**config.mk**
```make
export PLATFORM = sky130hd
export DESIGN_NAME = seg_ea_unit
export DESIGN_NICKNAME = d
export VERILOG_FILES = /design/src/rtl/seg_ea_pkg.sv /design/src/rtl/seg_ea_iw_decode.sv /design/src/rtl/seg_ea_idx_unit.sv /design/src/rtl/seg_ea_ac_detect.sv /design/src/rtl/seg_ea_unit.sv
export SDC_FILE = /design/constraint.sdc
export NUM_CORES = 1
export LEC_CHECK = 0
export BUFFER_PORTS_ARGS = -buffer_cell sky130_fd_sc_hd__buf_2
export CAP_MARGIN = 20
export CORE_MARGIN = 5
export CORE_UTILIZATION = 53
export CTS_BUF_LIST = sky130_fd_sc_hd__clkbuf_4 sky130_fd_sc_hd__clkbuf_8
export CTS_CLUSTER_DIAMETER = 40
export DETAILED_ROUTE_END_ITERATION = 6
export PLACE_DENSITY = 0.87
export RECOVER_POWER = 50
export SYNTH_ARGS = -nofsm -noshare
export SYNTH_HDL_FRONTEND = slang
export SYNTH_SLANG_ARGS = --single-unit
```
**constraint.sdc**
```tcl
create_clock -name clk -period 6.4 [get_ports clk]
set_input_delay 0.96 -clock clk [delete_from_list [all_inputs] [get_ports clk]]
set_output_delay 0.96 -clock clk [all_outputs]
set_load 0.005 [all_outputs]
```
**src/rtl/seg_ea_pkg.sv**
```systemverilog
package seg_ea_pkg;
  localparam int WORD_W = 36;
  localparam int HALF_W = 18;
  localparam int SECT_W = 12;
  localparam int ADDR_W = SECT_W + HALF_W;
  localparam int XSEL_W = 4;
  // vector index of doc bit k is WORD_W-1-k
  localparam int IF_I_POS = WORD_W - 1 - 13;
  localparam int IF_X_LSB = WORD_W - 1 - 17;
  localparam int EF_I_POS = WORD_W - 1 - 1;
  localparam int EF_X_LSB = WORD_W - 1 - 5;
  localparam int FMT_POS  = WORD_W - 1;

  typedef logic [ADDR_W-1:0] addr_t;

  typedef struct packed {
    logic              ind;
    logic [XSEL_W-1:0] xsel;
    addr_t             y;
    logic              efmt;
  } ea_step_t;

  function automatic logic [HALF_W-1:0] add_local(input logic [HALF_W-1:0] a,
                                                  input logic [HALF_W-1:0] b);
    return a + b;
  endfunction

  function automatic addr_t sext_half(input logic [HALF_W-1:0] y);
    return {{(ADDR_W-HALF_W){y[HALF_W-1]}}, y};
  endfunction

  function automatic addr_t add_global(input addr_t a, input addr_t b);
    return a + b;
  endfunction

  function automatic logic left_is_global(input logic [WORD_W-1:0] r);
    return !r[WORD_W-1] && (r[WORD_W-1:HALF_W] != '0);
  endfunction
endpackage

```
**src/rtl/seg_ea_iw_decode.sv**
```systemverilog
module seg_ea_iw_decode
  import seg_ea_pkg::*;
(
  input  logic              ext_mode,
  input  logic [WORD_W-1:0] word,
  output ea_step_t          step
);
  logic use_ext;
  assign use_ext = ext_mode && !word[FMT_POS];

  always_comb begin
    if (use_ext) begin
      step.ind  = word[EF_I_POS];
      step.xsel = word[EF_X_LSB +: XSEL_W];
      step.y    = word[ADDR_W-1:0];
      step.efmt = 1'b1;
    end else begin
      step.ind  = word[IF_I_POS];
      step.xsel = word[IF_X_LSB +: XSEL_W];
      step.y    = {{SECT_W{1'b0}}, word[HALF_W-1:0]};
      step.efmt = 1'b0;
    end
  end
endmodule

```
**src/rtl/seg_ea_idx_unit.sv**
```systemverilog
module seg_ea_idx_unit
  import seg_ea_pkg::*;
(
  input  logic              ext_mode,
  input  ea_step_t          step,
  input  logic [SECT_W-1:0] def_sect,
  input  logic [WORD_W-1:0] xr_data,
  output addr_t             addr,
  output logic              is_global
);
  logic              use_x;
  logic [HALF_W-1:0] y_half;
  logic [HALF_W-1:0] x_right;
  addr_t             x_full;
  logic              path_flat, path_efmt, path_xglob;

  assign use_x     = step.xsel != '0;
  assign y_half    = step.y[HALF_W-1:0];
  assign x_right   = use_x ? xr_data[HALF_W-1:0] : '0;
  assign x_full    = use_x ? xr_data[ADDR_W-1:0] : '0;
  assign path_flat  = !ext_mode;
  assign path_efmt  = ext_mode && step.efmt;
  assign path_xglob = ext_mode && !step.efmt && use_x && left_is_global(xr_data);

  always_comb begin
    if (path_flat) begin
      addr      = {{SECT_W{1'b0}}, add_local(y_half, x_right)};
      is_global = 1'b0;
    end else if (path_efmt) begin
      addr      = add_global(step.y, x_full);
      is_global = 1'b1;
    end else if (path_xglob) begin
      addr      = add_global(xr_data[ADDR_W-1:0], sext_half(y_half));
      is_global = 1'b1;
    end else begin
      addr      = {def_sect, add_local(y_half, x_right)};
      is_global = 1'b0;
    end
  end
endmodule

```
**src/rtl/seg_ea_ac_detect.sv**
```systemverilog
module seg_ea_ac_detect
  import seg_ea_pkg::*;
#(
  parameter int AC_WORDS   = 16,
  parameter int AC_GL_SECT = 1
) (
  input  addr_t addr,
  input  logic  is_global,
  output logic  is_ac
);
  logic low_word, sect_ok;
  assign low_word = addr[HALF_W-1:0] < HALF_W'(AC_WORDS);
  assign sect_ok  = !is_global || (addr[ADDR_W-1:HALF_W] == SECT_W'(AC_GL_SECT));
  assign is_ac    = low_word && sect_ok;
endmodule

```
**src/rtl/seg_ea_unit.sv**
```systemverilog
module seg_ea_unit
  import seg_ea_pkg::*;
#(
  parameter int AC_WORDS   = 16,
  parameter int AC_GL_SECT = 1
) (
  input  logic              clk,
  input  logic              rst_n,
  input  logic              start,
  input  logic [WORD_W-1:0] instr,
  input  logic [SECT_W-1:0] pc_sect,
  output logic [XSEL_W-1:0] xr_sel,
  input  logic [WORD_W-1:0] xr_data,
  output logic              mem_req,
  output logic [ADDR_W-1:0] mem_addr,
  input  logic              mem_ack,
  input  logic [WORD_W-1:0] mem_rdata,
  output logic              done,
  output logic [ADDR_W-1:0] ea,
  output logic              ea_global,
  output logic              ea_is_ac
);
  typedef enum logic [1:0] {ST_IDLE, ST_CALC, ST_FETCH} st_t;

  st_t               state;
  logic              ext_r;
  ea_step_t          step_r;
  logic [SECT_W-1:0] def_sect_r;
  addr_t             fetch_addr_r;
  addr_t             ea_r;
  logic              glob_r, isac_r, done_r;

  ea_step_t instr_step, iw_step;
  addr_t    calc_addr;
  logic     calc_global, calc_is_ac;

  // named events for the checks below
  logic accept_start, iw_taken, finish_step, chain_step;
  assign accept_start = (state == ST_IDLE) && start;
  assign iw_taken     = (state == ST_FETCH) && mem_ack;
  assign finish_step  = (state == ST_CALC) && !step_r.ind;
  assign chain_step   = (state == ST_CALC) && step_r.ind;

  seg_ea_iw_decode u_instr_dec (
    .ext_mode (1'b0),
    .word     (instr),
    .step     (instr_step)
  );

  seg_ea_iw_decode u_iw_dec (
    .ext_mode (ext_r),
    .word     (mem_rdata),
    .step     (iw_step)
  );

  seg_ea_idx_unit u_idx (
    .ext_mode  (ext_r),
    .step      (step_r),
    .def_sect  (def_sect_r),
    .xr_data   (xr_data),
    .addr      (calc_addr),
    .is_global (calc_global)
  );

  seg_ea_ac_detect #(.AC_WORDS(AC_WORDS), .AC_GL_SECT(AC_GL_SECT)) u_ac (
    .addr      (calc_addr),
    .is_global (calc_global),
    .is_ac     (calc_is_ac)
  );

  always_ff @(posedge clk or negedge rst_n) begin
    if (!rst_n) begin
      state        <= ST_IDLE;
      ext_r        <= 1'b0;
      step_r       <= '0;
      def_sect_r   <= '0;
      fetch_addr_r <= '0;
      ea_r         <= '0;
      glob_r       <= 1'b0;
      isac_r       <= 1'b0;
      done_r       <= 1'b0;
    end else begin
      done_r <= 1'b0;
      unique case (state)
        ST_IDLE: if (accept_start) begin
          ext_r      <= pc_sect != '0;
          step_r     <= instr_step;
          def_sect_r <= pc_sect;
          state      <= ST_CALC;
        end
        ST_CALC: begin
          if (chain_step) begin
            fetch_addr_r <= calc_addr;
            state        <= ST_FETCH;
          end else begin
            ea_r   <= calc_addr;
            glob_r <= calc_global;
            isac_r <= calc_is_ac;
            done_r <= 1'b1;
            state  <= ST_IDLE;
          end
        end
        ST_FETCH: if (iw_taken) begin
          step_r     <= iw_step;
          def_sect_r <= fetch_addr_r[ADDR_W-1:HALF_W];
          state      <= ST_CALC;
        end
        default: state <= ST_IDLE;
      endcase
    end
  end

  assign xr_sel    = step_r.xsel;
  assign mem_req   = state == ST_FETCH;
  assign mem_addr  = fetch_addr_r;
  assign done      = done_r;
  assign ea        = ea_r;
  assign ea_global = glob_r;
  assign ea_is_ac  = isac_r;

  a_r10_done_one_cycle: assert property (@(posedge clk) disable iff (!rst_n)
    done |=> !done);

  a_r9_req_held: assert property (@(posedge clk) disable iff (!rst_n)
    mem_req && !mem_ack |=> mem_req && $stable(mem_addr));

  a_r9_req_release: assert property (@(posedge clk) disable iff (!rst_n)
    mem_req && mem_ack |=> !mem_req);

  a_r2_flat_local: assert property (@(posedge clk) disable iff (!rst_n)
    done && !ext_r |-> !ea_global && (ea[ADDR_W-1:HALF_W] == '0));

  a_r8_ac_low_word: assert property (@(posedge clk) disable iff (!rst_n)
    done && ea_is_ac |-> ea[HALF_W-1:0] < HALF_W'(AC_WORDS));

  a_r6_efmt_global: assert property (@(posedge clk) disable iff (!rst_n)
    finish_step && step_r.efmt |=> done && ea_global);

  a_r10_ignore_busy: assert property (@(posedge clk) disable iff (!rst_n)
    start && (state == ST_FETCH) |=> state != ST_IDLE);
endmodule

```
Yosys cells after proc, flatten, opt, wreduce, memory -nomap -nowiden
Cells that the tools add are included.
{"block": "word_totals", "latch_bits": 0, "romBits": 0, "in_bits": 124, "output_inout_bits": 68, "elab_cells": 68, "reg_bits": 114, "mem_count": 0, "ram_bits": 0}
{"block": "op_classes", "order_cmp": 1, "n_mux": 21, "n_mul": 0, "n_addsub": 3, "eq_ne": 5, "reduce_logical": 25, "n_shift": 0, "n_bitwise": 1, "n_div": 0}
{"op": "2-to-1 mux 30 bit", "count": 4}
{"op": "2-to-1 mux 36 bit", "count": 3}
{"op": "one-hot mux 36 bit (2 select lines)", "count": 1}
{"op": "adder 30 bit", "count": 2}
{"op": "2-to-1 mux 12 bit", "count": 2}
{"op": "one-hot mux 12 bit (2 select lines)", "count": 1}
{"op": "adder 18 bit", "count": 1}
{"op": "less-than comparator 18 x 5 -> 1 bit, second input constant", "count": 1}
{"op": "2-to-1 mux 18 bit", "count": 1}
{"op": "nonzero test 18 bit", "count": 1}
{"op": "== test 12 x 1 -> 1 bit, second input constant", "count": 1}
{"op": "nonzero test 12 bit", "count": 1}
{"op": "logical AND 1 bit", "count": 10}
{"op": "AND reduction 2 bit", "count": 4}
{"op": "2-to-1 mux 2 bit", "count": 3}
{"op": "one-hot mux 2 bit (3 select lines)", "count": 1}
{"op": "2-to-1 mux 1 bit", "count": 5}
{"op": "zero test 1 bit", "count": 4}
{"op": "nonzero test 4 bit", "count": 1}
{"op": "AND reduction 3 bit", "count": 1}
{"op": "== test 2 x 1 -> 1 bit, second input constant", "count": 1}
{"op": "== test 2 bit, second input constant", "count": 1}
{"op": "zero test 2 bit", "count": 1}
{"op": "!= test 2 x 1 -> 1 bit, second input constant", "count": 1}
{"op": "4 further kinds", "count": 4}

Depth between registers and ports, before layout
{"block": "depth", "word_depth": 10, "ltp_mapped": 18}

Cells and area by module
From an unflattened synthesis, not the netlist that was laid out.
{"block": "unflattened", "cells_unflattened": 932, "area_unflattened_um2": 9407.8}
{"module": "seg_ea_unit", "seq_area_each_um2": 2852.7, "instances": 1, "cells_each": 307, "area_each_um2": 4947.2}
{"module": "seg_ea_idx_unit", "seq_area_each_um2": 0.0, "instances": 1, "cells_each": 537, "area_each_um2": 3736.1}
{"module": "seg_ea_iw_decode", "seq_area_each_um2": 0.0, "instances": 2, "cells_each": 39, "area_each_um2": 329.1}
{"module": "seg_ea_ac_detect", "seq_area_each_um2": 0.0, "instances": 1, "cells_each": 10, "area_each_um2": 66.3}

Worst setup path after synthesis
No wires, ideal clock.
{"block": "synth_timing", "kind": "register -> register", "start": "register step_r, in the netlist xr_sel[1]", "end": "register isac_r (netlist: ea_is_ac)", "path_stages_with_launch": 17, "setup_time_ps": 104, "setup_slack_ps": 2190, "t_required_ps": 6296, "synth_period_minus_slack_ps": 4210, "n_path_buf": 2, "arrival_time_ps": 4106, "path_cell_list": "dfrtp_1 nor4_1 clkbuf_1 clkbuf_1 nor2b_1 ha_1 o211ai_1 o21bai_1 o2111ai_2 a31oi_1 a31oi_4 xnor2_1 a222oi_1 nand3_1 nor4_1 a41oi_1 o41ai_2"}
{"block": "synth_via", "elab_chain_len": 9}
{"element": "start, declared", "line": "seg_ea_unit.sv:27", "rtl": "ea_step_t step_r;"}
{"element": "start signal, assigned", "line": "seg_ea_unit.sv:87", "rtl": "step_r <= instr_step;"}
{"element": "start signal, assigned", "line": "seg_ea_unit.sv:104", "rtl": "step_r <= iw_step;"}
{"element": "nonzero test 4 bit (*)", "line": "seg_ea_idx_unit.sv:17", "rtl": "assign use_x = step.xsel != '0;"}
{"element": "parallel branches: the longest is 7 deep, another holds adder 30 bit"}
{"element": "logical AND 1 bit (*)", "line": "seg_ea_ac_detect.sv:14", "rtl": "assign is_ac = low_word && sect_ok;"}
{"element": "end signal, assigned", "line": "seg_ea_unit.sv:98", "rtl": "isac_r <= calc_is_ac;"}
{"element": "end, declared", "line": "seg_ea_unit.sv:31", "rtl": "logic glob_r, isac_r, done_r;"}
Mark *: on every way between the ends.
A chain may end at the register's enable or synchronous reset.

Worst setup path after layout
Ends and elaborated chain as after synthesis.

==> metrics.yaml <==
global_route:
  track_usage_pct: 25.6
  antenna_found_initial: 1
  grt_max_degree: 76
  grt_pass1_vias: 7503
  overflow: 0
  grt_pass1_wl_um: 38000
pwr:
  ir_drop_mv: 0.190
  p_leak_nw: 4.66
  power.density_nw_per_um2: 528
clocking:
  cts_tree: "yes"
  ctsHoldBuffers: 0
  post_cts_resized: 0
  cts.sinks: 114
  clk_latency_ns: 0.45
  cts_setup_buffers: 0
  max-clock-path-buffers: 2
  cts_made_buffers: 17
  clk_pin_slew_ns: 0.07
  root_buffer: "clkbuf_8"
  cts_max_level: 4
yosys:
  synth_edf_count: 0
  muxShareOfSynthArea_pct: 4.74
  synth_area_leaders: "dfrtp_1 (34%), ha_1 (8.6%), o21ai_0 (7.5%)"
  yosys.area_share.adder_pct: 9.06
  synth_top_area_share_pct: 33.8
  synth_compound_area_share_pct: 25.9
  yosys.area_share.simple_pct: 18.3
  synth_flop_cell: "dfrtp_1"
  yosysTopAreaCell: "dfrtp_1"
  ys_ff_latch: 114
  syn_inst: 1001
  syn_area_um2: 8450
  synthArstFlopShare_pct: 100
  synth_top_family_by_area: "compound AO/OA/AOI/OAI gates"
  syn_nets: 1185
  synthXorXnorAreaFrac_pct: 4.35
  synth_seq_area_share_pct: 33.8
  ys_warn_count: 0
  syn_area_per_cell_um2: 8.44
  synth_cell_type_count: 72
floorplan:
  dieArea_um2: 18600
  fp.dieW_um: 136
  fp-row-count: 46
  ios: 192
  start_util_pct: 53.6
  core_area_um2: 15800
  die_h_um: 136
final_layout:
  syn_to_final_growth_pct: 16.3
  fin_area_um2: 9830
  final_nets: 1332
  drive_gt1_share_pct: 17.1
  register_area_um2: 2850
  multiInputGateArea_um2: 5290
  layout_commonest_cell: "buf_2"
  fillers: 1424
  layout_common_cells: "buf_2 (145), nand2_1 (144), o21ai_0 (127), dfrtp_1 (114)"
setup_path:
  critPathArrivalTime_ns: 4.87
  rrSetupSlack_ns: 1.87
  worst_ep_required_time_ns: 6.74
  worstSetupPathType: "reg -> reg"
  crit_fanout: 31
  end_kind: "flop"
  cp-start-kind: "flop"
flow_run:
  maxCapViolations: 5
drt:
  dr.pass1.iters: 7
  num_vias: 8134
  drc_errors: 0
  drtIter0Drc: 601
  final_antenna_net_count: 0
  routed_via_density: 5.90
  wl_um: 23700
  wl_per_cell_um: 17.2
timing:
  finalHoldViolCount: 0
  fmax_ghz: 0.221
  min_period_ns: 4.53
  rsz0062_at_grt: "no"
  finalMaxSlewViolations: 236
  worst_slew_pin_slew_ns: 2.37
  layout_setup_ws_ns: 1.87
  skew_ns: 0.00991
  finalSetupViolations: 0
  post-route-period-util_pct: 70.8
  finalSetupTns_ns: 0
  whs_ns: 0.479
  slew_headroom_pct: -58.3
worst_hold_path:
  worstHoldPathType: "reg -> reg"
placed_design:
  hpwl_um: 18700
  place_area_um2: 9440
  port_buffers: 178
  gp_congestion: 0.972
  place_ws_ns: 1.78
outcome:
  status: "finished, violations left"
  violations: "capacitance limit, slew limit"
[state kept, by name, indices dropped and copies added (netlist names)]
name,cells
def_sect_r,12
done,1
ea,30
ea_global,1
ea_is_ac,1
ext_r,1
mem_addr,30
state,2
step_r,32
xr_sel,4
[cells by family after synthesis]
family	Yosys count
flops	114
fa+ha+maj	60
xor+xnor	42
simple gates	329
compound gates	339
buf+inv	77
mux	40
[report_power, final]
group | switching, mW | total, mW | internal, mW
clock network | 0.316 | 0.726 | 0.410
registers | 0.257 | 1.30 | 1.04
logic | 1.93 | 3.17 | 1.24
[cell usage after synthesis, types with 4 or more instances]
cell type and n:
and2_1 4, mux2i_1 40, xor2_1 19, and3_1 15, buf_4 7, o21ai_0 127, o21bai_1 5, nor3_1 14
o211ai_1 10, a31oi_1 13, inv_1 17, ha_1 58, nor4_1 9, o21a_1 15, dfrtp_1 114, or3_1 5
clkbuf_1 46, nand3_1 21, a21o_1 26, a22o_1 13, nand4_1 10, a222oi_1 4, xnor2_1 23, a21oi_1 58
nor2_1 50, buf_2 5, o21ai_1 7, a211oi_1 10, nand2_1 144, a21boi_0 4, o31ai_1 4, nand2b_1 7
nor2b_1 39
[per-stage QoR]
step / power, mW / cells / utilization [%]
2_1_floorplan: 3.50 / 1001 / -
4_1_cts: 5.17 / 1376 / 62.5
3_5_place_dp: 4.42 / 1344 / 59.8
5_1_grt: 5.64 / 1378 / 62.3
6_report: 5.19 / 1378 / 62.3
3_3_place_gp: 4.32 / 1344 / 59.8
[area by class of cell]
class                           instances  area share, %
Antenna cell                            1         0.0255
Clock buffer                           20           2.74
Clock inverter                         12           1.58
Inverter                               18          0.688
Multi-Input combinational cell        810           53.8
Sequential cell                       114           29.0
Tap cell                              216           2.75
Timing Repair Buffer                  187           9.40
[worst max-delay path, cell delays in order, from the launching register on]
cell and delay (ns):
dfrtp_1 0.41, nor4_2 0.27, buf_4 0.33, nand2b_1 0.20
inv_1 0.06, ha_1 0.29, a211oi_1 0.24, o21bai_1 0.16
o2111ai_2 0.24, a31oi_1 0.20, a31o_1 0.31, xor2_1 0.16
a222oi_1 0.57, a21bo_2 0.29, nor4_1 0.17, a41oi_1 0.19
o41ai_2 0.31
[worst paths after layout]
check	endpoint	from	cells after the start
max in group asynchronous	def_sect_r[10]	rst_n	2
setup / recovery	ea_is_ac	xr_sel[1]	16
setup reg to reg	ea_is_ac	xr_sel[1]	16
min in group asynchronous	step_r[5]	rst_n	1
hold / removal	ea[8]	ea[8]	2
hold reg to reg	ea[8]	ea[8]	2
[per-layer routing]
metal,vias up,wire (um),global-route usage [%]
li1,3960,-,-
met1,3766,10700,37.0
met2,365,10600,38.5
met3,43,1970,5.59
met4,0,485,8.06
met5,-,0,0
(Power assumes the default switching activity.)
